--- config.mk ---
export PLATFORM = sky130hd
export DESIGN_NAME = sat_addsub_unit
export DESIGN_NICKNAME = d
export VERILOG_FILES = /design/src/rtl/sat_pkg.sv /design/src/rtl/sat_align.sv /design/src/rtl/sat_core.sv /design/src/rtl/sat_pick.sv /design/src/rtl/sat_sticky_bit.sv /design/src/rtl/sat_addsub_unit.sv
export SDC_FILE = /design/constraint.sdc
export NUM_CORES = 1
export LEC_CHECK = 0
export ABC_AREA = 0
export ABC_CLOCK_PERIOD_IN_PS = 2440
export BUFFER_PORTS_ARGS = -buffer_cell sky130_fd_sc_hd__buf_2
export CAP_MARGIN = 10
export CORE_MARGIN = 2
export CORE_UTILIZATION = 55
export DETAILED_ROUTE_END_ITERATION = 8
export GPL_TIMING_DRIVEN = 0
export HOLD_SLACK_MARGIN = 0.06
export PLACE_DENSITY = 0.86
export SLEW_MARGIN = 15
export SYNTH_ARGS = -nofsm -noshare
export SYNTH_HDL_FRONTEND = slang
export SYNTH_SLANG_ARGS = --single-unit
export TNS_END_PERCENT = 10
--- constraint.sdc ---
create_clock -name clk -period 2.44 [get_ports clk]
set_clock_uncertainty 0.2 [all_clocks]
set_input_delay 0.122 -clock clk [delete_from_list [all_inputs] [get_ports clk]]
set_output_delay 0.122 -clock clk [all_outputs]
set_load 0.01 [all_outputs]
--- src/rtl/sat_pkg.sv ---
package sat_pkg;
  localparam int SAT_W = 32;

  typedef enum logic {
    OPK_ADD = 1'b0,
    OPK_SUB = 1'b1
  } op_kind_e;

  typedef enum logic {
    MODE_WORD = 1'b0,
    MODE_HALF = 1'b1
  } width_mode_e;
endpackage

--- src/rtl/sat_align.sv ---
module sat_align #(
  parameter int W = sat_pkg::SAT_W
) (
  input  logic [W-1:0] x_i,
  input  logic         half_i,
  output logic [W-1:0] y_o
);
  localparam int HW = W / 2;

  // Halfword mode: the low half moves to the top, with zeros below.
  function automatic logic [W-1:0] to_upper(input logic [W-1:0] v);
    return {v[HW-1:0], {(W-HW){1'b0}}};
  endfunction

  always_comb begin
    y_o = (half_i == sat_pkg::MODE_HALF) ? to_upper(x_i) : x_i;
  end
endmodule

--- src/rtl/sat_core.sv ---
module sat_core #(
  parameter int W = sat_pkg::SAT_W
) (
  input  logic [W-1:0] a_i,
  input  logic [W-1:0] b_i,
  input  logic         sub_i,
  output logic [W-1:0] raw_o,
  output logic         ovf_pos_o,
  output logic         ovf_neg_o,
  output logic [W-1:0] clip_o
);
  localparam logic [W-1:0] POS_LIM = {1'b0, {(W-1){1'b1}}};
  localparam logic [W-1:0] NEG_LIM = {1'b1, {(W-1){1'b0}}};

  function automatic logic [W-1:0] eff_b(input logic [W-1:0] b, input logic sub);
    return sub ? ~b : b;
  endfunction

  function automatic logic [W-1:0] wrap_sum(input logic [W-1:0] a,
                                            input logic [W-1:0] b,
                                            input logic sub);
    return a + eff_b(b, sub) + {{(W-1){1'b0}}, sub};
  endfunction

  // Overflow: the operands, once b is adjusted, share a sign and the wrapped sum has the other sign.
  function automatic logic overflowed(input logic sa, input logic sbe, input logic sr);
    return (sa == sbe) && (sr != sa);
  endfunction

  logic [W-1:0] b_eff;
  logic         ovf;

  always_comb begin
    b_eff     = eff_b(b_i, sub_i);
    raw_o     = wrap_sum(a_i, b_i, sub_i);
    ovf       = overflowed(a_i[W-1], b_eff[W-1], raw_o[W-1]);
    ovf_pos_o = ovf && !a_i[W-1];
    ovf_neg_o = ovf && a_i[W-1];
    if (ovf_pos_o)      clip_o = POS_LIM;
    else if (ovf_neg_o) clip_o = NEG_LIM;
    else                clip_o = raw_o;
  end
endmodule

--- src/rtl/sat_pick.sv ---
module sat_pick #(
  parameter int W = sat_pkg::SAT_W
) (
  input  logic [W-1:0] y_i,
  input  logic         half_i,
  output logic [W-1:0] r_o
);
  localparam int HW = W / 2;

  // Halfword mode: return the upper half, sign-extended.
  function automatic logic [W-1:0] from_upper(input logic [W-1:0] v);
    return {{HW{v[W-1]}}, v[W-1:W-HW]};
  endfunction

  always_comb begin
    r_o = (half_i == sat_pkg::MODE_HALF) ? from_upper(y_i) : y_i;
  end
endmodule

--- src/rtl/sat_sticky_bit.sv ---
module sat_sticky_bit (
  input  logic clk,
  input  logic rst_n,
  input  logic set_i,
  input  logic clr_i,
  output logic q_o
);
  // A set takes priority over a clear in the same cycle.
  always_ff @(posedge clk or negedge rst_n) begin
    if (!rst_n)     q_o <= 1'b0;
    else if (set_i) q_o <= 1'b1;
    else if (clr_i) q_o <= 1'b0;
  end
endmodule

--- src/rtl/sat_addsub_unit.sv ---
module sat_addsub_unit #(
  parameter int W = sat_pkg::SAT_W
) (
  input  logic         clk,
  input  logic         rst_n,
  input  logic         op_valid,
  input  logic         op_sub,
  input  logic         op_half,
  input  logic [W-1:0] op_a,
  input  logic [W-1:0] op_b,
  input  logic         clr_we,
  input  logic         clr_wdata,
  output logic [W-1:0] res_q,
  output logic         res_valid,
  output logic         op_sat,
  output logic         sat_sticky
);
  localparam int NOPS = 2;

  logic [W-1:0] opnd_in  [NOPS];
  logic [W-1:0] opnd_aln [NOPS];

  assign opnd_in[0] = op_a;
  assign opnd_in[1] = op_b;

  for (genvar gi = 0; gi < NOPS; gi++) begin : g_align
    sat_align #(.W(W)) u_align (
      .x_i    (opnd_in[gi]),
      .half_i (op_half),
      .y_o    (opnd_aln[gi])
    );
  end

  logic [W-1:0] raw_sum;
  logic         ovf_pos;
  logic         ovf_neg;
  logic [W-1:0] clip_word;
  logic [W-1:0] pick_word;

  sat_core #(.W(W)) u_core (
    .a_i       (opnd_aln[0]),
    .b_i       (opnd_aln[1]),
    .sub_i     (op_sub),
    .raw_o     (raw_sum),
    .ovf_pos_o (ovf_pos),
    .ovf_neg_o (ovf_neg),
    .clip_o    (clip_word)
  );

  sat_pick #(.W(W)) u_pick (
    .y_i    (clip_word),
    .half_i (op_half),
    .r_o    (pick_word)
  );

  // Named events, brought out for the checker.
  logic set_evt;
  logic clr_evt;
  assign set_evt = op_valid && (ovf_pos || ovf_neg);
  assign clr_evt = clr_we && !clr_wdata;

  sat_sticky_bit u_sticky (
    .clk   (clk),
    .rst_n (rst_n),
    .set_i (set_evt),
    .clr_i (clr_evt),
    .q_o   (sat_sticky)
  );

  always_ff @(posedge clk or negedge rst_n) begin
    if (!rst_n) begin
      res_q     <= '0;
      res_valid <= 1'b0;
      op_sat    <= 1'b0;
    end else begin
      res_valid <= op_valid;
      op_sat    <= set_evt;
      if (op_valid) res_q <= pick_word;
    end
  end
endmodule

==> flow_metrics.py, run 1 <==
metrics = {
    "placed_design": {
        "place_congestion": 0.959,
        "dpl_cell_area_sq_um": 5310,
        "dpl.hpwl_um": 12200,
        "dpl_worst_slack_ps": -1710,
        "portBuffers": 103,
        "dp.cells": 768,
    },
    "detailed_routing": {
        "totalWireLength_um": 15700,
        "ant_nets": 0,
        "vias_per_cell": 6.10,
        "drt-wirelength-per-cell_um": 19.5,
        "vias": 4902,
        "drt-pass1-iter-count": 5,
        "dr.first_iter.drc_count": 369,
        "drc": 0,
    },
    "final_layout": {
        "final_util_pct": 72.5,
        "ff_latch_area_sq_um": 876,
        "multi_input_area_sq_um": 3620,
        "areaGrowthSynthToFinish_pct": 29.7,
        "design_area_sq_um": 5870,
        "nets": 799,
        "n_antenna_cell": 0,
        "finalNonFillerCells": 803,
        "drive_above_1_share_pct": 34.5,
        "fillers": 638,
    },
    "logic_synthesis": {
        "synth_compound_area_share_pct": 26.8,
        "ys_ff_latch": 35,
        "synth-main-ff-cell": "dfrtp_1",
        "synthArstFlopShare_pct": 100,
        "synth.avg_cell_area_sq_um": 8.07,
        "seq_area_frac_synth_pct": 19.4,
        "syn_area_sq_um": 4520,
        "yosysWarnings": 0,
        "syn_inst": 560,
        "synth_top_area_share_pct": 19.4,
        "synth_cell_type_count": 66,
        "syn_nets": 662,
        "synth_top_area_cell": "dfrtp_1",
        "yosys.area_share.adder_pct": 9.05,
        "synth_commonest_cells": "nand2_1, nor2_1, xnor2_1, a21oi_1, dfrtp_1",
        "synth.area.mux_share_pct": 9.02,
        "synth_enable_flop_cells": 0,
        "synth-simple-area-share_pct": 19.9,
        "synthXorXnorAreaFrac_pct": 11.2,
        "synth_top_family_by_area": "compound AO/OA/AOI/OAI gates",
        "synthTopCellsByArea": "dfrtp_1, xnor2_1, ha_1, nand2_1, nor2_1",
    },
    "worst_hold_path": {
        "hold_class": "in2reg",
    },
    "setup_path": {
        "crit_type": "in2reg",
        "worstPathMaxFanout": 7,
        "crit_arrival_ps": 3360,
        "cp_slowest_cell": "a2111o_1",
        "setup.worst_path.end_class": "register",
        "slowest_delay_ps": 410,
        "cp.required_ps": 2470,
        "path_cells": "buf_12 -> clkbuf_16 -> clkbuf_16 -> buf_12 -> mux2i_1 -> xnor2_1 -> ha_1 -> a21oi_2 -> o21ai_2 -> a2111o_1 -> a31oi_4 -> a21oi_2 -> a21oi_4 -> a2bb2oi_4 -> buf_4 -> and3_1 -> o22a_1",
        "cp_num_buf_inv": 5,
        "cp_top_family": "compound AO/OA/AOI/OAI gates",
        "start_kind": "input pin",
    },
    "timing": {
        "fin_ws_ps": -891,
        "finalHoldViolations": 0,
        "min_period_over_period_pct": 137,
        "fin_crit_ps": 3330,
        "fmax_ghz": 0.300,
        "slew_headroom_pct": 47.0,
        "setup_viol_count_final": 34,
        "slew_violations": 0,
        "rsz0062_at_grt": "yes",
        "tightest_slew_ps": 795,
    },
    "grt": {
        "grt_overflow": 0,
        "gr-usage-all-layers_pct": 35.6,
        "grt_max_degree": 36,
        "grt_pass1_wl_um": 24600,
        "grt_pass1_vias": 4757,
        "antenna_found_initial": 0,
    },
    "cts": {
        "cts_made_buffers": 5,
        "clock_sinks": 35,
        "clk_transition_reported_paths_ps": 80,
        "root_buffer": "clkbuf_8",
        "cts_tree": "done",
        "ctsHtreeMaxLevel": 2,
        "clock_latency_ps": 290,
        "cts_buffer_depth": 2,
    },
    "floorplan": {
        "initial_core_util_pct": 55.9,
        "dieArea_sq_um": 8960,
        "floorplan.rows": 33,
        "io_pins": 106,
        "die_w_um": 94.7,
        "die_h_um": 94.7,
        "core_area_sq_um": 8090,
    },
    "power_and_ir_drop": {
        "clockPowerShare_pct": 11.9,
        "p_comb_share_pct": 64.6,
        "sw_frac_of_total_pct": 45.5,
        "peakVddDrop_uv": 365,
        "p_per_area_nw_per_um2": 612,
        "power_mw": 3.59,
        "p_sw_mw": 1.63,
        "internal-power_mw": 1.96,
        "leakagePower_nw": 2.64,
        "pwr-share-seq_pct": 23.5,
    },
    "run_status": {
        "outcome": "complete, but fails checks",
        "violations": "negative setup slack",
    },
    "flow_run": {
        "maxCapViolations": 0,
    },
}
==> metrics by stage <==
stage	TNS [ps]	hold slack, ps
3_5_place_dp	-49870	48.5
4_1_cts	-26470	146
6_report	-28420	155
2_1_floorplan	-28650	-374
3_3_place_gp	-48780	25.0
5_1_grt	-32370	197
==> power groups by stage <==
stage / Combinational, mW / Sequential (mW) / Clock (mW)
finish: 2.32 / 0.844 / 0.427
global route: 2.51 / 0.858 / 0.450
CTS: 2.25 / 0.839 / 0.422
detailed placement: 2.04 / 0.850 / 0
global placement: 2.00 / 0.838 / 0
floorplan: 1.33 / 0.927 / 0
==> per-layer routing <==
layer  up-vias  part of all wire, %  GRT usage (%)  routed length [um]
li1       2282                    -              -                   -
met1      2341                   42           46.6                6610
met2       243                   48           59.6                7510
met3        36                  6.8           5.51                1070
met4         0                  3.2           12.4                 506
met5         -                    0              0                   0
==> final cells by class <==
type	instances	area share, %
plain buffers	31	5.40
multi-input cells	481	61.8
clock buffers	6	1.24
clock inverters	2	0.213
flip-flops and latches	35	14.9
repair buffers	135	13.6
well taps	105	2.24
inverters	8	0.597
==> worst reg2reg max path: cells and delay by family (launching register included) <==
kind	cells	cell delay, ps
buffers and inverters	1	560
DFF	1	380
AOI/OAI and AO/OA	2	140
==> state kept, by name, indices dropped and copies added, names as in the netlist <==
register / cells
res_valid: 1
res_q: 32
op_sat: 1
u_sticky.q_o: 1
==> timing repair <==
| item | CTS | global route |
|---|---|---|
| buffers inserted | 26 | 0 |
| gates resized for setup | 48 | 13 |
| pin swaps | 37 | 3 |
| endpoints found under the hold margin | 37 | 0 |
| setup endpoints to repair | 34 | 34 |
| gates cloned | 2 | 0 |
| hold buffers | 4 | 0 |
==> cell families after synthesis <==
group,count (synthesis)
multiplexers,38
adder cells (fa/ha/maj),32
flip-flops,35
XOR/XNOR,58
AND/OR/NAND/NOR,191
buffers and inverters,44
AO/OA/AOI/OAI,162
==> path summary, 6_finish.rpt <==
kind                                           from  cells past startpoint  slack, ps                  endpoint
max in group asynchronous                     rst_n                      2       1290      res_q[9]$_DFFE_PN0P_
hold reg to reg               res_q[23]$_DFFE_PN0P_                      1        310     res_q[23]$_DFFE_PN0P_
setup reg to reg           u_sticky.q_o$_DFFE_PN0P_                      3       1050  u_sticky.q_o$_DFFE_PN0P_
setup / recovery                            op_half                     17       -890     res_q[22]$_DFFE_PN0P_
min in group asynchronous                     rst_n                      2        250     res_q[24]$_DFFE_PN0P_
hold / removal                              op_half                      5        150      res_q[3]$_DFFE_PN0P_
==> cells in the final DEF (no fill, tap or decap), drive strengths merged, types with 2 or more instances in the layout <==
cell / netlist / routed
a21boi: 4 / 4
mux2i: 19 / 19
inv: 7 / 7
clkbuf: 23 / 25
nor3: 10 / 10
nor2b: 21 / 21
a31oi: 9 / 9
nand4: 6 / 6
a21o: 19 / 19
o22ai: 2 / 2
a41oi: 5 / 5
o211ai: 7 / 7
xnor2: 49 / 49
nand2: 62 / 62
nor3b: 2 / 2
a31o: 3 / 3
dlygate4sd3: 0 / 4
and3: 5 / 5
nor2: 63 / 63
a21oi: 45 / 45
mux2: 19 / 19
o21a: 3 / 3
clkinv: 1 / 2
xor2: 9 / 9
o311ai: 2 / 2
a211oi: 23 / 23
or3: 2 / 2
o22a: 4 / 4
ha: 30 / 30
o21ai: 26 / 26
nand3b: 2 / 2
nand2b: 4 / 4
dfrtp: 35 / 35
buf: 13 / 143
o21bai: 3 / 3
and2: 3 / 3
o31ai: 2 / 2
nand3: 8 / 8
Note: power is estimated with default switching activity, not from simulation.
==> inputs of run 2 (changes only) <==
SYNTH_HIERARCHICAL = 1   (was default)
==> run 2 against run 1 <==
Effect of this change: the run still ends with negative setup slack left; maximum frequency shrank 12%; worst hold slack gained 68 ps; sequential share of layout area shrank 0.20 points; sequential power grew 13%; via count shrank 11%; utilization shrank 0.12 points; die area grew 3.2%; synthesized cell count shrank 11%; clock-buffer cell count is the same; largest cell class unchanged; largest power group unchanged; highest routed layer unchanged.
==> flow_metrics.py, run 2 <==
metrics = {
    "run_status": {
        "outcome": "complete, but fails checks",
        "violations": "negative setup slack",
    },
    "setup_path": {
        "crit_start": "op_half",
        "cp.required_ps": 2410,
        "reg2regPathDepth": 1,
        "worstSetupEndpoint": "res_q[26]$_DFFE_PN0P_",
        "start_kind": "input pin",
        "timing.rr.start": "res_q[17]$_DFFE_PN0P_",
        "crit_arrival_ps": 3740,
        "r2r_setup_slack_ps": 1430,
        "worstPathMaxFanout": 10,
        "setup.worst_path.end_class": "register",
        "crit_type": "in2reg",
        "r2r_end": "res_q[17]$_DFFE_PN0P_",
    },
    "cts": {
        "clock_sinks": 35,
        "cts_tree": "done",
        "clock_latency_ps": 280,
        "root_buffer": "clkbuf_8",
        "clk_transition_reported_paths_ps": 70,
        "ctsHtreeMaxLevel": 2,
        "cts_buffer_depth": 2,
        "cts_made_buffers": 5,
    },
    "final_layout": {
        "ff_latch_area_sq_um": 876,
        "final_cell_mix": "buf_2, mux2_2, a21oi_1",
        "n_antenna_cell": 0,
        "drive_above_1_share_pct": 46.7,
        "multi_input_area_sq_um": 3670,
        "regMostFlops": "res_q",
        "final_common_cell": "buf_2",
        "areaGrowthSynthToFinish_pct": 27.3,
        "final_util_pct": 72.4,
        "nets": 736,
        "largest_reg_flops": 32,
        "fillers": 635,
    },
    "placed_design": {
        "dpl_worst_slack_ps": -2110,
        "portBuffers": 104,
        "dpl.hpwl_um": 10100,
        "place_congestion": 0.931,
    },
    "floorplan": {
        "initial_core_util_pct": 56.8,
        "io_pins": 106,
        "core_area_sq_um": 8220,
        "floorplan.rows": 33,
        "die_w_um": 96.2,
        "die_h_um": 96.2,
        "dieArea_sq_um": 9250,
    },
    "grt": {
        "gr-usage-met3_pct": 4.78,
        "grt_pass1_wl_um": 21200,
        "grt_use_met1_pct": 38.3,
        "grt_overflow": 0,
        "grt_max_degree": 36,
        "grt_pass1_vias": 4274,
        "grt.busiest_layer": "met2",
        "gr-usage-met2_pct": 50.5,
        "antenna_found_initial": 0,
        "gr-usage-all-layers_pct": 29.6,
    },
    "power_and_ir_drop": {
        "internal-power_mw": 2.38,
        "p_per_area_nw_per_um2": 673,
        "clockPowerShare_pct": 10.6,
        "peakVddDrop_uv": 544,
        "p_sw_mw": 1.62,
        "pwr-share-seq_pct": 23.7,
        "p_comb_share_pct": 65.6,
        "sw_frac_of_total_pct": 40.6,
        "leakagePower_nw": 2.84,
    },
    "timing": {
        "hold_ws_ps": 222,
        "tightest_slew_ps": 740,
        "fin_ws_ps": -1330,
        "slew_violations": 0,
        "setup_viol_count_final": 34,
        "min_period_over_period_pct": 154,
        "slew_headroom_pct": 50.7,
        "fin_crit_ps": 3770,
        "rsz0062_at_grt": "yes",
        "finalHoldViolations": 0,
        "fmax_ghz": 0.265,
    },
    "detailed_routing": {
        "dr.first_iter.drc_count": 233,
        "drc": 0,
        "totalWireLength_um": 14000,
        "vias_per_cell": 5.89,
        "drt-pass1-iter-count": 5,
        "vias": 4350,
        "drt-wirelength-per-cell_um": 18.9,
        "ant_nets": 0,
    },
    "logic_synthesis": {
        "yosysWarnings": 6,
        "syn_area_sq_um": 4670,
        "syn_inst": 500,
        "syn_nets": 602,
        "synth.avg_cell_area_sq_um": 9.34,
    },
    "flow_run": {
        "maxCapViolations": 0,
    },
    "worst_hold_path": {
        "hold_class": "in2async",
    },
}
run 2: changes by cell type in the layout (fill, tap and decap cells not counted), sizes merged, moves of 22 or more:
cell    before  now
mux2        19   95
nor2        63   14
xor2         9   42
nand2       62   30
xnor2       49   19
a211oi      23    1
run 2: area by class of cell:
type,instances,area share (%)
tap,105,2.21
inverter,11,0.694
clock inverter,1,0.0842
buffer,27,5.28
clock buffer,6,1.39
timing repair buffer,133,13.9
sequential,35,14.7
multi-input combinational,421,61.7
run 2: worst max-delay path, stage by stage:
cell and delay, ps:
buf_16 120, buf_4 170, buf_6 160, nor2b_1 150, xor2_1 210, ha_1 320
a21oi_1 190, o21ai_1 170, a21oi_2 270, o21a_2 260, o21ai_2 110, a221o_2 470
buf_6 170, nand2_8 100, clkbuf_16 160, a21oi_2 60, mux2_2 280, mux2_4 260
run 2: metal layers:
| metal | share of wire (%) | vias up |
|---|---|---|
| met5 | 0 | - |
| met4 | 2.2 | 0 |
| met3 | 5.8 | 28 |
| met2 | 49 | 189 |
| met1 | 43 | 2080 |
| li1 | - | 2053 |
run 2: power by group through the flow:
| stage | Clock (mW) | Combinational, mW | Sequential [mW] |
|---|---|---|---|
| 6_report | 0.426 | 2.63 | 0.950 |
| 5_1_grt | 0.460 | 2.82 | 0.975 |
| 4_1_cts | 0.425 | 2.49 | 0.950 |
| 3_5_place_dp | 0 | 2.36 | 0.952 |
| 3_3_place_gp | 0 | 2.31 | 0.941 |
| 2_1_floorplan | 0 | 1.58 | 1.05 |
run 2: worst min path at each step:
| stage | depth (start not counted) | endpoint | slack, ps |
|---|---|---|---|
| 6_report | 2 | res_q[1]$_DFFE_PN0P_ | 220 |
| 5_1_grt | 4 | res_q[28]$_DFFE_PN0P_ | 250 |
| 4_1_cts | 2 | res_q[1]$_DFFE_PN0P_ | 250 |
| 3_5_place_dp | 1 | res_q[0]$_DFFE_PN0P_ | 20 |
| 3_3_place_gp | 1 | res_q[0]$_DFFE_PN0P_ | 10 |
| 2_1_floorplan | 0 | op_sat$_DFF_PN0_ | -370 |
run 2: per-stage QoR:
step           area (sq um)  power (mW)  std cells  TNS, ps
5_1_grt                5950        4.25        739   -46710
3_5_place_dp           5410        3.31        709   -67090
3_3_place_gp           5410        3.25        709   -65550
2_1_floorplan          4760        2.63        500   -39820
6_report               5950        4.00        739   -43210
4_1_cts                5750        3.87        733   -40300
run 2: what timing repair did:
item                       4_1_cts  5_1_grt
hold endpoints to repair        37        0
hold buffers                     4        0
buffers inserted                12        8
cloned                           3        2
pin swaps                        4       11
setup endpoints to repair       34       34
gates resized for setup         30       24
==> inputs of run 3 (changes only) <==
GPL_TIMING_DRIVEN = 1   (was 0)
==> run 3 against run 2 <==
Effect of this change: the run still ends with negative setup slack left; worst hold slack worse by 22 ps; critical path depth fell by 3; worst setup slack better by 290 ps; register-to-register slack barely moved; cell count grew 8.8%; non-clock buffer count is 65 higher; sequential share of layout area shrank 0.87 points; critical path type unchanged; highest routed layer unchanged.
==> flow_metrics.py, run 3 (synthesized netlist as in run 2, its figures left out) <==
metrics = {
    "grt": {
        "gr-usage-all-layers_pct": 31.4,
        "grt_overflow": 0,
        "antenna_found_initial": 0,
        "grt_pass1_wl_um": 22500,
        "grt_pass1_vias": 4746,
        "grt_max_degree": 36,
    },
    "final_layout": {
        "finalNonFillerCells": 804,
        "n_antenna_cell": 0,
        "final_cell_mix": "buf_4, buf_2, mux2_2",
        "drive_above_1_share_pct": 51.2,
        "largest_reg_flops": 32,
        "areaGrowthSynthToFinish_pct": 35.3,
        "final_util_pct": 76.9,
        "design_area_sq_um": 6320,
        "nets": 801,
        "regMostFlops": "res_q",
    },
    "timing": {
        "fmax_ghz": 0.288,
        "fin_ws_ps": -1040,
        "slew_headroom_pct": 47.9,
        "fin_crit_ps": 3480,
        "tightest_slew_ps": 782,
        "rsz0062_at_grt": "yes",
        "setup_viol_count_final": 34,
        "min_period_over_period_pct": 142,
        "slew_violations": 0,
        "finalHoldViolations": 0,
    },
    "detailed_routing": {
        "ant_nets": 0,
        "drt-wirelength-per-cell_um": 17.9,
        "drt-pass1-iter-count": 7,
        "dr.first_iter.drc_count": 166,
        "vias_per_cell": 5.70,
        "totalWireLength_um": 14400,
        "vias": 4582,
        "drc": 0,
    },
    "cts": {
        "clock_sinks": 35,
        "clk_transition_reported_paths_ps": 70,
        "clock_latency_ps": 280,
        "cts_buffer_depth": 2,
        "cts_made_buffers": 5,
        "ctsHtreeMaxLevel": 2,
        "root_buffer": "clkbuf_8",
        "cts_tree": "done",
    },
    "power_and_ir_drop": {
        "sw_frac_of_total_pct": 40.0,
        "p_comb_share_pct": 67.5,
        "leakagePower_nw": 3.12,
        "internal-power_mw": 2.54,
        "pwr-share-seq_pct": 22.6,
        "p_per_area_nw_per_um2": 671,
        "peakVddDrop_uv": 463,
        "clockPowerShare_pct": 9.9,
        "p_sw_mw": 1.70,
    },
    "setup_path": {
        "reg2regPathDepth": 1,
        "worstPathMaxFanout": 15,
        "r2r_setup_slack_ps": 1440,
        "crit_arrival_ps": 3450,
        "start_kind": "input pin",
        "cp.required_ps": 2410,
        "timing.rr.start": "res_q[22]$_DFFE_PN0P_",
        "setup.worst_path.end_class": "register",
        "crit_type": "in2reg",
        "r2r_end": "res_q[22]$_DFFE_PN0P_",
    },
    "worst_hold_path": {
        "hold_depth": 2,
        "worstHoldStart": "op_valid",
        "hold_class": "in2reg",
        "min_to": "op_sat$_DFF_PN0_",
    },
    "floorplan": {
        "floorplan.rows": 33,
        "io_pins": 106,
        "die_w_um": 96.2,
        "dieArea_sq_um": 9250,
        "initial_core_util_pct": 56.8,
        "core_area_sq_um": 8220,
        "die_h_um": 96.2,
    },
    "placed_design": {
        "dpl_cell_area_sq_um": 6000,
        "dpl.hpwl_um": 11100,
        "dp.cells": 787,
        "portBuffers": 105,
        "place_congestion": 0.922,
    },
    "flow_run": {
        "maxCapViolations": 0,
    },
    "run_status": {
        "violations": "negative setup slack",
        "outcome": "complete, but fails checks",
    },
}
==> run 3: changes by cell type in the layout (fill, tap and decap cells not counted), moves of 3 or more <==
cell,delta
buf_6,-5
clkbuf_4,-3
ha_1,+5
buf_4,+83
ha_2,-3
==> run 3: how the worst max path moves through the flow <==
stage / start / depth (start not counted) / to / slack (ps)
5_1_grt: op_half / 15 / res_q[14]$_DFFE_PN0P_ / -1140
3_5_place_dp: op_half / 15 / res_q[6]$_DFFE_PN0P_ / -1550
3_3_place_gp: op_half / 15 / res_q[23]$_DFFE_PN0P_ / -1450
2_1_floorplan: op_half / 17 / res_q[14]$_DFFE_PN0P_ / -1210
6_report: op_half / 15 / res_q[14]$_DFFE_PN0P_ / -1040
4_1_cts: op_half / 15 / res_q[1]$_DFFE_PN0P_ / -990
==> run 3: through the flow <==
step | hold WS, ps | setup WS, ps | power (mW) | setup TNS (ps)
floorplan | -374 | -1210 | 2.63 | -39820
global placement | 11.3 | -1450 | 3.52 | -47180
detailed placement | 30.9 | -1550 | 3.62 | -49380
CTS | 181 | -994 | 4.16 | -31420
global route | 200 | -1140 | 4.50 | -36160
finish | 200 | -1040 | 4.24 | -32830
==> run 3: worst max-delay path, stage by stage <==
cell and delay [ps]:
buf_12 120, mux2_4 300, xor2_1 140, ha_1 350, a21oi_4 150, a31oi_1 110, o32a_1 340, a311oi_2 240
o21ai_2 100, a221o_2 480, nor2_4 190, buf_12 170, a21oi_1 60, mux2_4 300, mux2_4 260
==> run 3: power groups by stage <==
stage               clock network, mW  registers [mW]  logic (mW)
global placement                    0           0.947        2.57
finish                          0.420           0.958        2.87
floorplan                           0            1.05        1.58
detailed placement                  0           0.954        2.67
global route                    0.459           0.978        3.06
CTS                             0.426           0.957        2.78
==> run 3: cell type report <==
class                   instances  area [sq um]
flip-flops and latches         35           876
multi-input cells             421          3610
inverters                      11          43.8
repair buffers                225          1570
fillers                       598          1900
well taps                     105           131
clock inverters                 1          5.00
clock buffers                   6          82.6
==> run 3: what timing repair did <==
action	in CTS	in global routing
pin swaps	9	2
endpoints found under the setup margin	34	34
gates cloned	2	0
hold buffers	3	0
gates resized for setup	22	14
setup buffers	5	0
endpoints found under the hold margin	36	0
==> run 3: layer usage <==
layer / part of all wire, % / wire length (um) / vias to the layer above / GRT usage (%)
li1: - / - / 2183 / -
met1: 41 / 5960 / 2199 / 37.7
met2: 51 / 7310 / 162 / 56.6
met3: 4.3 / 619 / 38 / 3.45
met4: 3.4 / 494 / 0 / 12.5
met5: 0 / 0 / - / 0
